==> src/rtl/hdx_pkg.sv <==
package hdx_pkg;
    typedef enum logic [1:0] {
        ST_IDLE    = 2'd0,
        ST_TX      = 2'd1,
        ST_JAM     = 2'd2,
        ST_BACKOFF = 2'd3
    } tx_state_e;
endpackage

==> src/rtl/hdx_gap_timer.sv <==
module hdx_gap_timer #(
    parameter int IPG_BITS = 96
) (
    input  logic clk,
    input  logic rst_n,
    input  logic bit_tick,
    input  logic line_busy,
    output logic gap_ok
);
    localparam int CNT_W = $clog2(IPG_BITS + 1);

    typedef struct packed {
        logic [CNT_W-1:0] cnt;
    } gap_regs_t;

    gap_regs_t r_d, r_q;

    always_comb begin
        r_d = r_q;
        if (line_busy) begin
            r_d.cnt = '0;
        end else if (bit_tick && (r_q.cnt != CNT_W'(IPG_BITS))) begin
            r_d.cnt = r_q.cnt + 1'b1;
        end
    end

    always_ff @(posedge clk) begin
        if (!rst_n) r_q <= '0;
        else        r_q <= r_d;
    end

    assign gap_ok = (r_q.cnt == CNT_W'(IPG_BITS));

    // a busy line always leaves the gap open on the next cycle
    assert_busy_reopens_gap_R2: assert property (@(posedge clk) disable iff (!rst_n)
        line_busy |=> !gap_ok);
endmodule

==> src/rtl/hdx_backoff.sv <==
module hdx_backoff #(
    parameter int              SLOT_BITS     = 512,
    parameter int              BACKOFF_LIMIT = 10,
    parameter int              ATT_W         = 5,
    parameter int              LFSR_W        = 16,
    parameter logic [LFSR_W-1:0] LFSR_TAPS   = 16'hB400,
    parameter logic [LFSR_W-1:0] LFSR_SEED   = 16'hACE1
) (
    input  logic             clk,
    input  logic             rst_n,
    input  logic             bit_tick,
    input  logic             load,
    input  logic [ATT_W-1:0] attempt,
    output logic             busy
);
    localparam int REM_W = BACKOFF_LIMIT;
    localparam int SUB_W = (SLOT_BITS > 1) ? $clog2(SLOT_BITS) : 1;

    typedef struct packed {
        logic [LFSR_W-1:0] lfsr;
        logic [REM_W-1:0]  rem;
        logic [SUB_W-1:0]  sub;
        logic              active;
    } bo_regs_t;

    bo_regs_t          r_d, r_q;
    logic [REM_W-1:0]  mask;
    int                exp_k;

    always_comb begin
        exp_k = (int'(attempt) > BACKOFF_LIMIT) ? BACKOFF_LIMIT : int'(attempt);
        for (int i = 0; i < REM_W; i++) begin
            mask[i] = (i < exp_k);
        end
    end

    always_comb begin
        r_d = r_q;
        r_d.lfsr = {1'b0, r_q.lfsr[LFSR_W-1:1]} ^ (r_q.lfsr[0] ? LFSR_TAPS : '0);
        if (load) begin
            r_d.rem    = r_q.lfsr[REM_W-1:0] & mask;
            r_d.sub    = '0;
            r_d.active = 1'b1;
        end else if (r_q.active) begin
            if (r_q.rem == '0) begin
                r_d.active = 1'b0;
            end else if (bit_tick) begin
                if (r_q.sub == SUB_W'(SLOT_BITS - 1)) begin
                    r_d.sub = '0;
                    r_d.rem = r_q.rem - 1'b1;
                end else begin
                    r_d.sub = r_q.sub + 1'b1;
                end
            end
        end
    end

    always_ff @(posedge clk) begin
        if (!rst_n) begin
            r_q      <= '0;
            r_q.lfsr <= LFSR_SEED;
        end else begin
            r_q <= r_d;
        end
    end

    assign busy = r_q.active;

    // the drawn slot count never exceeds the window for this attempt
    assert_slot_window_R7: assert property (@(posedge clk) disable iff (!rst_n)
        load |=> ((r_q.rem & ~$past(mask)) == '0));
    // the random source never locks up at zero
    assert_lfsr_alive_R7: assert property (@(posedge clk) disable iff (!rst_n)
        r_q.lfsr != '0);
endmodule

==> src/rtl/hdx_tx_ctrl.sv <==
module hdx_tx_ctrl #(
    parameter int IPG_BITS      = 96,
    parameter int SLOT_BITS     = 512,
    parameter int JAM_BITS      = 32,
    parameter int BACKOFF_LIMIT = 10,
    parameter int MAX_ATTEMPTS  = 16
) (
    input  logic clk,
    input  logic rst_n,
    input  logic bit_tick,
    input  logic crs,
    input  logic col,
    input  logic tx_req,
    input  logic tx_end,
    output logic tx_en,
    output logic jam,
    output logic done,
    output logic drop_late,
    output logic drop_excess
);
    import hdx_pkg::*;

    localparam int BIT_W = $clog2(SLOT_BITS + 1);
    localparam int JAM_W = (JAM_BITS > 1) ? $clog2(JAM_BITS) : 1;
    localparam int ATT_W = $clog2(MAX_ATTEMPTS + 1);

    typedef struct packed {
        tx_state_e        st;
        logic [BIT_W-1:0] bit_cnt;
        logic [JAM_W-1:0] jam_cnt;
        logic             late;
        logic [ATT_W-1:0] attempts;
        logic             done;
        logic             drop_late;
        logic             drop_excess;
    } ctl_regs_t;

    ctl_regs_t        r_d, r_q;
    logic             gap_ok;
    logic             bo_load;
    logic             bo_busy;
    logic [ATT_W-1:0] attempt_n;

    assign attempt_n = r_q.attempts + 1'b1;
    assign tx_en     = (r_q.st == ST_TX) || (r_q.st == ST_JAM);
    assign jam       = (r_q.st == ST_JAM);
    assign done        = r_q.done;
    assign drop_late   = r_q.drop_late;
    assign drop_excess = r_q.drop_excess;

    hdx_gap_timer #(
        .IPG_BITS (IPG_BITS)
    ) u_gap (
        .clk       (clk),
        .rst_n     (rst_n),
        .bit_tick  (bit_tick),
        .line_busy (crs | tx_en),
        .gap_ok    (gap_ok)
    );

    hdx_backoff #(
        .SLOT_BITS     (SLOT_BITS),
        .BACKOFF_LIMIT (BACKOFF_LIMIT),
        .ATT_W         (ATT_W)
    ) u_backoff (
        .clk      (clk),
        .rst_n    (rst_n),
        .bit_tick (bit_tick),
        .load     (bo_load),
        .attempt  (attempt_n),
        .busy     (bo_busy)
    );

    always_comb begin
        r_d             = r_q;
        r_d.done        = 1'b0;
        r_d.drop_late   = 1'b0;
        r_d.drop_excess = 1'b0;
        bo_load         = 1'b0;
        unique case (r_q.st)
            ST_IDLE: begin
                if (tx_req && gap_ok && !crs) begin
                    r_d.st      = ST_TX;
                    r_d.bit_cnt = '0;
                end
            end
            ST_TX: begin
                if (col) begin
                    r_d.st      = ST_JAM;
                    r_d.jam_cnt = '0;
                    r_d.late    = (r_q.bit_cnt >= BIT_W'(SLOT_BITS));
                end else if (tx_end) begin
                    r_d.st       = ST_IDLE;
                    r_d.done     = 1'b1;
                    r_d.attempts = '0;
                end else if (bit_tick && (r_q.bit_cnt != BIT_W'(SLOT_BITS))) begin
                    r_d.bit_cnt = r_q.bit_cnt + 1'b1;
                end
            end
            ST_JAM: begin
                if (bit_tick) begin
                    if (r_q.jam_cnt == JAM_W'(JAM_BITS - 1)) begin
                        if (r_q.late) begin
                            r_d.st        = ST_IDLE;
                            r_d.drop_late = 1'b1;
                            r_d.attempts  = '0;
                        end else if (r_q.attempts == ATT_W'(MAX_ATTEMPTS - 1)) begin
                            r_d.st          = ST_IDLE;
                            r_d.drop_excess = 1'b1;
                            r_d.attempts    = '0;
                        end else begin
                            r_d.st       = ST_BACKOFF;
                            r_d.attempts = attempt_n;
                            bo_load      = 1'b1;
                        end
                    end else begin
                        r_d.jam_cnt = r_q.jam_cnt + 1'b1;
                    end
                end
            end
            ST_BACKOFF: begin
                if (!bo_busy) r_d.st = ST_IDLE;
            end
            default: r_d.st = ST_IDLE;
        endcase
    end

    always_ff @(posedge clk) begin
        if (!rst_n) begin
            r_q    <= '0;
            r_q.st <= ST_IDLE;
        end else begin
            r_q <= r_d;
        end
    end

    // a frame starts only after the gap timer reported a full gap
    assert_start_after_gap_R2: assert property (@(posedge clk) disable iff (!rst_n)
        $rose(tx_en) |-> ($past(gap_ok) && !$past(crs)));
    // jam begins only in response to a sampled collision
    assert_jam_after_col_R5: assert property (@(posedge clk) disable iff (!rst_n)
        $rose(jam) |-> $past(col));
    // a late drop is always preceded by jam
    assert_late_after_jam_R6: assert property (@(posedge clk) disable iff (!rst_n)
        drop_late |-> $past(jam));
    // at most one completion pulse at a time
    assert_one_outcome_R4: assert property (@(posedge clk) disable iff (!rst_n)
        $onehot0({done, drop_late, drop_excess}));
    // attempt count stays below the abandon limit
    assert_attempt_bound_R8: assert property (@(posedge clk) disable iff (!rst_n)
        r_q.attempts < ATT_W'(MAX_ATTEMPTS));
    // a sent pulse never follows a cycle that saw a collision
    assert_col_beats_end_R9: assert property (@(posedge clk) disable iff (!rst_n)
        done |-> ($past(tx_en) && !$past(jam) && !$past(col)));
endmodule

==> config.mk <==
export PLATFORM = sky130hd
export DESIGN_NAME = hdx_tx_ctrl
export DESIGN_NICKNAME = d
export VERILOG_FILES = /design/src/rtl/hdx_pkg.sv /design/src/rtl/hdx_gap_timer.sv /design/src/rtl/hdx_backoff.sv /design/src/rtl/hdx_tx_ctrl.sv
export SDC_FILE = /design/constraint.sdc
export NUM_CORES = 1
export LEC_CHECK = 0
export CAP_MARGIN = 30
export CORE_MARGIN = 2
export CORE_UTILIZATION = 24
export DETAILED_ROUTE_END_ITERATION = 8
export PLACE_DENSITY = 0.44
export RECOVER_POWER = 100
export SKIP_CTS_REPAIR_TIMING = 1
export SYNTH_ARGS = -nofsm -noshare
export SYNTH_HDL_FRONTEND = slang
export SYNTH_HIERARCHICAL = 1
export SYNTH_SLANG_ARGS = --single-unit
==> constraint.sdc <==
create_clock -name clk -period 2.7 [get_ports clk]
set_input_delay 0.54 -clock clk [delete_from_list [all_inputs] [get_ports clk]]
set_output_delay 0.54 -clock clk [all_outputs]
set_load 0.03 [all_outputs]
## Yosys cells after proc, flatten, opt, wreduce, memory -nomap -nowiden

Cells that the tools add are included.

- Register bits: 69
- Bits of input ports: 7
- Output and inout bits: 5
- Word-level logic and storage cells: 126

- Add/subtract/negate cells: 6
- Order comparisons: 12
- Equality and inequality tests: 21
- Muxes and demuxes: 40
- Bitwise operators: 9
- Reduce and logical (&&, ||, !) cells: 25

Operator list:

| cell | count |
|---|---|
| 4-bit by 32-bit less-than comparator with 1-bit output (first input constant) | 4 |
| 3-bit by 32-bit less-than comparator with 1-bit output (first input constant) | 2 |
| 5-bit by 32-bit less-than comparator with 1-bit output (first input constant) | 2 |
| 10-bit 2-to-1 mux | 4 |
| 20-bit 2-to-1 mux | 2 |
| 19-bit 2-to-1 mux | 2 |
| 5-bit 2-to-1 mux | 7 |
| 1-bit by 32-bit less-than comparator with 1-bit output (first input constant) | 1 |
| 2-bit by 32-bit less-than comparator with 1-bit output (first input constant) | 1 |
| 10-bit one-hot mux with 2 select lines | 1 |
| 5-bit one-hot mux with 2 select lines | 2 |
| 6-bit 2-to-1 mux | 3 |
| 2-bit != test (second input constant) | 9 |
| 16-bit 2-to-1 mux | 1 |
| 15-bit by 16-bit bitwise XOR with 16-bit output | 1 |
| 5-bit AND reduction | 3 |
| 2-bit 2-to-1 mux | 7 |
| 12-bit 2-to-1 mux | 1 |
| 4-bit AND reduction | 3 |
| 10-bit by 1-bit adder with 10-bit output (second input constant) | 1 |
| 5-bit by 1-bit adder with 5-bit output (second input constant) | 2 |
| 10-bit AND | 1 |
| 10-bit greater-or-equal comparator (second input constant) | 1 |
| 10-bit zero test | 1 |
| 29 further kinds | 51 |

## Depth between registers and ports, before layout

- Depth in word-level cells: 8
- Mapped depth: 10
- Gate-level depth less buffers: 10

## Cells and area by module

The synthesis kept the hierarchy.

Modules (own cells, without submodules):

| module | instances | cells an instance | area each (sq um) | sequential area each (sq um) |
|---|---|---|---|---|
| hdx_backoff | 1 | 183 | 1692.9 | 720.7 |
| hdx_tx_ctrl | 1 | 187 | 1609.0 | 520.5 |
| hdx_gap_timer | 1 | 42 | 366.6 | 140.1 |

## Worst setup path after synthesis

Ideal clock, no wire load.

- Path kind: reg2reg
- Start point: register r_q[3] (netlist name)
- End point: register u_backoff/r_q[13] (netlist name)
- Data arrival time: 2.285 ns
- Setup slack: 0.298 ns
- Cell stages (with the launch flop): 11
- Clock period less this slack: 2.402 ns
- Path through: dfxtp_1 ha_1 nand3_1 inv_1 ha_1 or3b_2 nor2_1 and3b_1 o31ai_2 o21ai_1 a32o_1

RTL lines:

| item | line | RTL |
|---|---|---|
| end signal: assignment | hdx_backoff.sv:63 | `r_q <= r_d;` |
| end: declaration | hdx_backoff.sv:26 | `bo_regs_t r_d, r_q;` |

==> summary.txt <==
Clocking
  • TritonCTS clock tree: built
  • Clock Root Buffer: clkbuf_16
  • TritonCTS Buffers: 9
  • Clock transition at path regs: around 0.05 ns
  • Htree depth: 3
  • Clk_lat worst skew: ~0.34 ns
  • Clock sink count: 69
  • Clock buffer depth: 2

Power
  • PwrDens: roughly 580 mW/mm^2
  • Clock power share: 0.513
  • Logic pwr share: 0.067
  • Switching Fraction: 0.226
  • Power share of the sequential group: 0.420
  • Leak: 1.57 nW
  • Worst vdd ir: 288 uV
  • Tot Pwr: 2.50 mW
  • P_sw: roughly 0.57 mW
  • Internal power: between 1.5 and 2 mW

Critical path
  • FF-to-FF setup slack: roughly 0.13 ns
  • Most used cell, CP: ha_1
  • Crit end category: register
  • Delay of the slowest critical-path stage: 0.50 ns
  • FF-to-FF End: u_backoff/r_q[13]
  • CP Max Fanout: 12
  • Reg-to-reg startpoint: r_q[3]
  • Critical Path AT: approximately 2.8 ns
  • CP Launch Type: register
  • Crit-path leading delay family: simple AND/OR/NAND/NOR gates
  • Crit path cell chain: ha_1 > nand3_1 > inv_1 > ha_1 > or3b_2 > nor2_2 > buf_6 > and3b_1 > o31ai_2 > o21ai_1 > a32o_1
  • Crit path max-delay cell type: or3b_2
  • Critical Path RT: slightly below 3 ns
  • Kind of critical path: reg2reg
  • FF-to-FF path depth: 11
  • Worst path bufs/invs: 2

Yosys
  • Ys flop type: dfxtp_1
  • Top-area cell type share of the netlist area: 0.377
  • Combinational family with the most area after synthesis: simple AND/OR/NAND/NOR gates
  • Simple-Gate Fraction of Synth Area: 0.257
  • Top cell type by total area after synthesis: dfxtp_1
  • Mux contribution to synthesized area: 0.0273
  • Syn nets: about 440
  • Top-count cell post-synth: dfxtp_1
  • Async set or reset register ratio after synthesis: 0
  • Number of flops mapped to enable cells by yosys: 0
  • Synth Area in XOR/XNOR: 0.0286
  • Post-synth top cells: dfxtp_1, nand2_1, nor2_1
  • Adder-cell share of the synthesized area: 0.0580
  • Synth Area in Compound Gates: 0.207
  • Register bit count reported by yosys: ~70
  • Mean post-synth cell area: roughly 9 um^2
  • Synthesized area: roughly 0.0037 mm^2
  • Register area share after synthesis: 0.377
  • Distinct cells, synth: 70
  • Top cells by area, synth: dfxtp_1, ha_1, nand2_1
  • YS warnings: 6
  • Post-Syn Instances: roughly 410

Worst hold path
  • Hold Crit Class: reg2reg
  • Launch point of the worst hold path: u_backoff/r_q[32]
  • Hold EP: u_backoff/r_q[31]
  • Worst Hold Depth: 1

STA
  • F_max: a little under 400 MHz
  • TNS Setup: 0 ns
  • Worst Skew: roughly 0.0078 ns
  • Max transition margin: 0.287
  • Final Hold Viols: 0
  • Tmin final: between 2 and 3 ns
  • Max Slew Vio Count: 0
  • Measured slew at the worst slew-check pin: 1.07 ns
  • RSZ-0062 raised after global routing: false
  • Final period util: 0.951
  • Final setup viols: 0

Die
  • Die area: 0.0163 mm^2
  • Core Area: approximately 0.015 mm^2
  • Die height: approximately 130 um
  • Die Span X: around 130 um
  • IO Pins: 12
  • Site Rows: 45
  • Initial Util: 0.243

GRT
  • First-pass GRT wire length: between 10000 and 15000 um
  • Overflow left after global routing: 0
  • Vias in the first global route: between 2000 and 3000
  • Overall routing resource usage: 0.115
  • Largest net degree at the start of global routing: 26
  • Initial antenna violation count: 0

Placed design
  • Final Wtd Congestion: roughly 0.76
  • Post-placement cell area: 0.00400 mm^2
  • Port-buffer cells: 11
  • DP HPWL: a little over 6000 um

Finish
  • Final Instance Area: 0.00434 mm^2
  • Layout cell share with drive strength beyond 1: 0.103
  • Seq. cell area: ~0.0014 mm^2
  • Syn-to-layout area delta: 18.2%
  • Filler instances: 1604
  • Fin nets: 455
  • Area of the multi-input gates: about 0.0021 mm^2
  • Antenna cells: 0

Routing
  • Via count: between 3000 and 4000
  • Drt first pass iters: 4
  • Vias/cell: 4.86
  • Initial DRC Count: roughly 230
  • Post-Route WL: 8560 um
  • Wirelength per Cell: around 14 um
  • DR DRC count: 0
  • Post-route ant nets: 0

Run
  • MaxCap Viol Count: 0

Outcome
  • Status: completed
==> through the flow <==
stage	util	cells	setup WS [ns]	hold WS, ns
4_1_cts	0.287	622	0.0896	0.414
2_1_floorplan	-	412	0.298	0.386
3_5_place_dp	0.265	606	0.116	0.396
3_3_place_gp	0.265	606	0.163	0.392
6_report	0.287	624	0.132	0.408
5_1_grt	0.287	624	0.0134	0.428
==> worst register-to-register path, stage by stage, from the launching register on <==
cell	delay [ns]
dfxtp_1	0.33
ha_1	0.25
nand3_1	0.12
inv_1	0.05
ha_1	0.20
or3b_2	0.50
nor2_2	0.14
buf_6	0.16
and3b_1	0.21
o31ai_2	0.14
o21ai_1	0.14
a32o_1	0.21
==> cells by family after synthesis <==
kind of cell / after synthesis
multiplexers: 10
AO/OA/AOI/OAI: 99
adder cells (fa/ha/maj): 17
flip-flops: 69
AND/OR/NAND/NOR: 168
XOR/XNOR: 12
buffers and inverters: 37
==> metal layers <==
layer	vias up	share of wire	track usage	wire, um
met4	0	0.0091	0.0349	78
met5	-	0	0	0
li1	1536	-	-	-
met3	8	0.044	0.0452	378
met2	46	0.46	0.179	3940
met1	1440	0.49	0.147	4160
==> worst max-delay path by stage <==
stage                 from                 to  slack (ns)  depth (start not counted)
detailed placement  r_q[3]  u_backoff/r_q[13]        0.12                         11
finish              r_q[3]  u_backoff/r_q[13]        0.13                         11
CTS                 r_q[3]  u_backoff/r_q[13]        0.09                         11
global placement    r_q[3]  u_backoff/r_q[13]        0.16                         11
global route        r_q[3]  u_backoff/r_q[13]        0.01                         11
floorplan           r_q[3]  u_backoff/r_q[13]        0.30                         10
==> registers in the layout, summed over array words and instances, names as in the netlist <==
register / flops
u_backoff/busy: 1
drop_late: 1
done: 1
r_q: 23
u_gap/r_q: 7
drop_excess: 1
u_backoff/r_q: 35
==> area by class of cell <==
| cell class | count | share of cell area |
|---|---|---|
| Timing Repair Buffer | 22 | 0.0439 |
| Clock buffer | 10 | 0.0551 |
| Clock inverter | 6 | 0.0199 |
| Inverter | 23 | 0.0199 |
| Sequential cell | 69 | 0.319 |
| Multi-Input combinational cell | 306 | 0.488 |
| Tap cell | 188 | 0.0543 |
==> power by group through the flow <==
stage / logic [mW] / clock network [mW] / registers [mW]
after floorplan: 0.124 / 0 / 1.07
after global routing: 0.189 / 1.38 / 1.05
after global placement: 0.174 / 0 / 1.07
after CTS: 0.175 / 1.34 / 1.05
after detailed placement: 0.174 / 0 / 1.07
final: 0.168 / 1.29 / 1.05
==> cell usage in the layout (no fill, tap or decap), types with 4 or more instances in the layout <==
master and instances:
and2_0 7, nor3_1 8, a21oi_1 19, nand4_1 4, and3_1 4, or4_1 4
xor2_1 6, inv_1 23, ha_1 17, and2_1 6, nand2b_1 9, dlygate4sd3_1 6
mux2i_1 10, nor3b_1 4, nor2b_1 5, o211ai_1 7, xnor2_1 6, nor4_1 7
dfxtp_1 69, a211oi_1 4, or3_1 10, a21boi_0 9, o21ai_0 19, buf_4 8
nor2_1 25, o21a_1 9, clkdlybuf4s50_1 5, nand2_1 36, nand3_1 17, clkbuf_16 9
No activity file was read; power rests on OpenSTA's default activity.
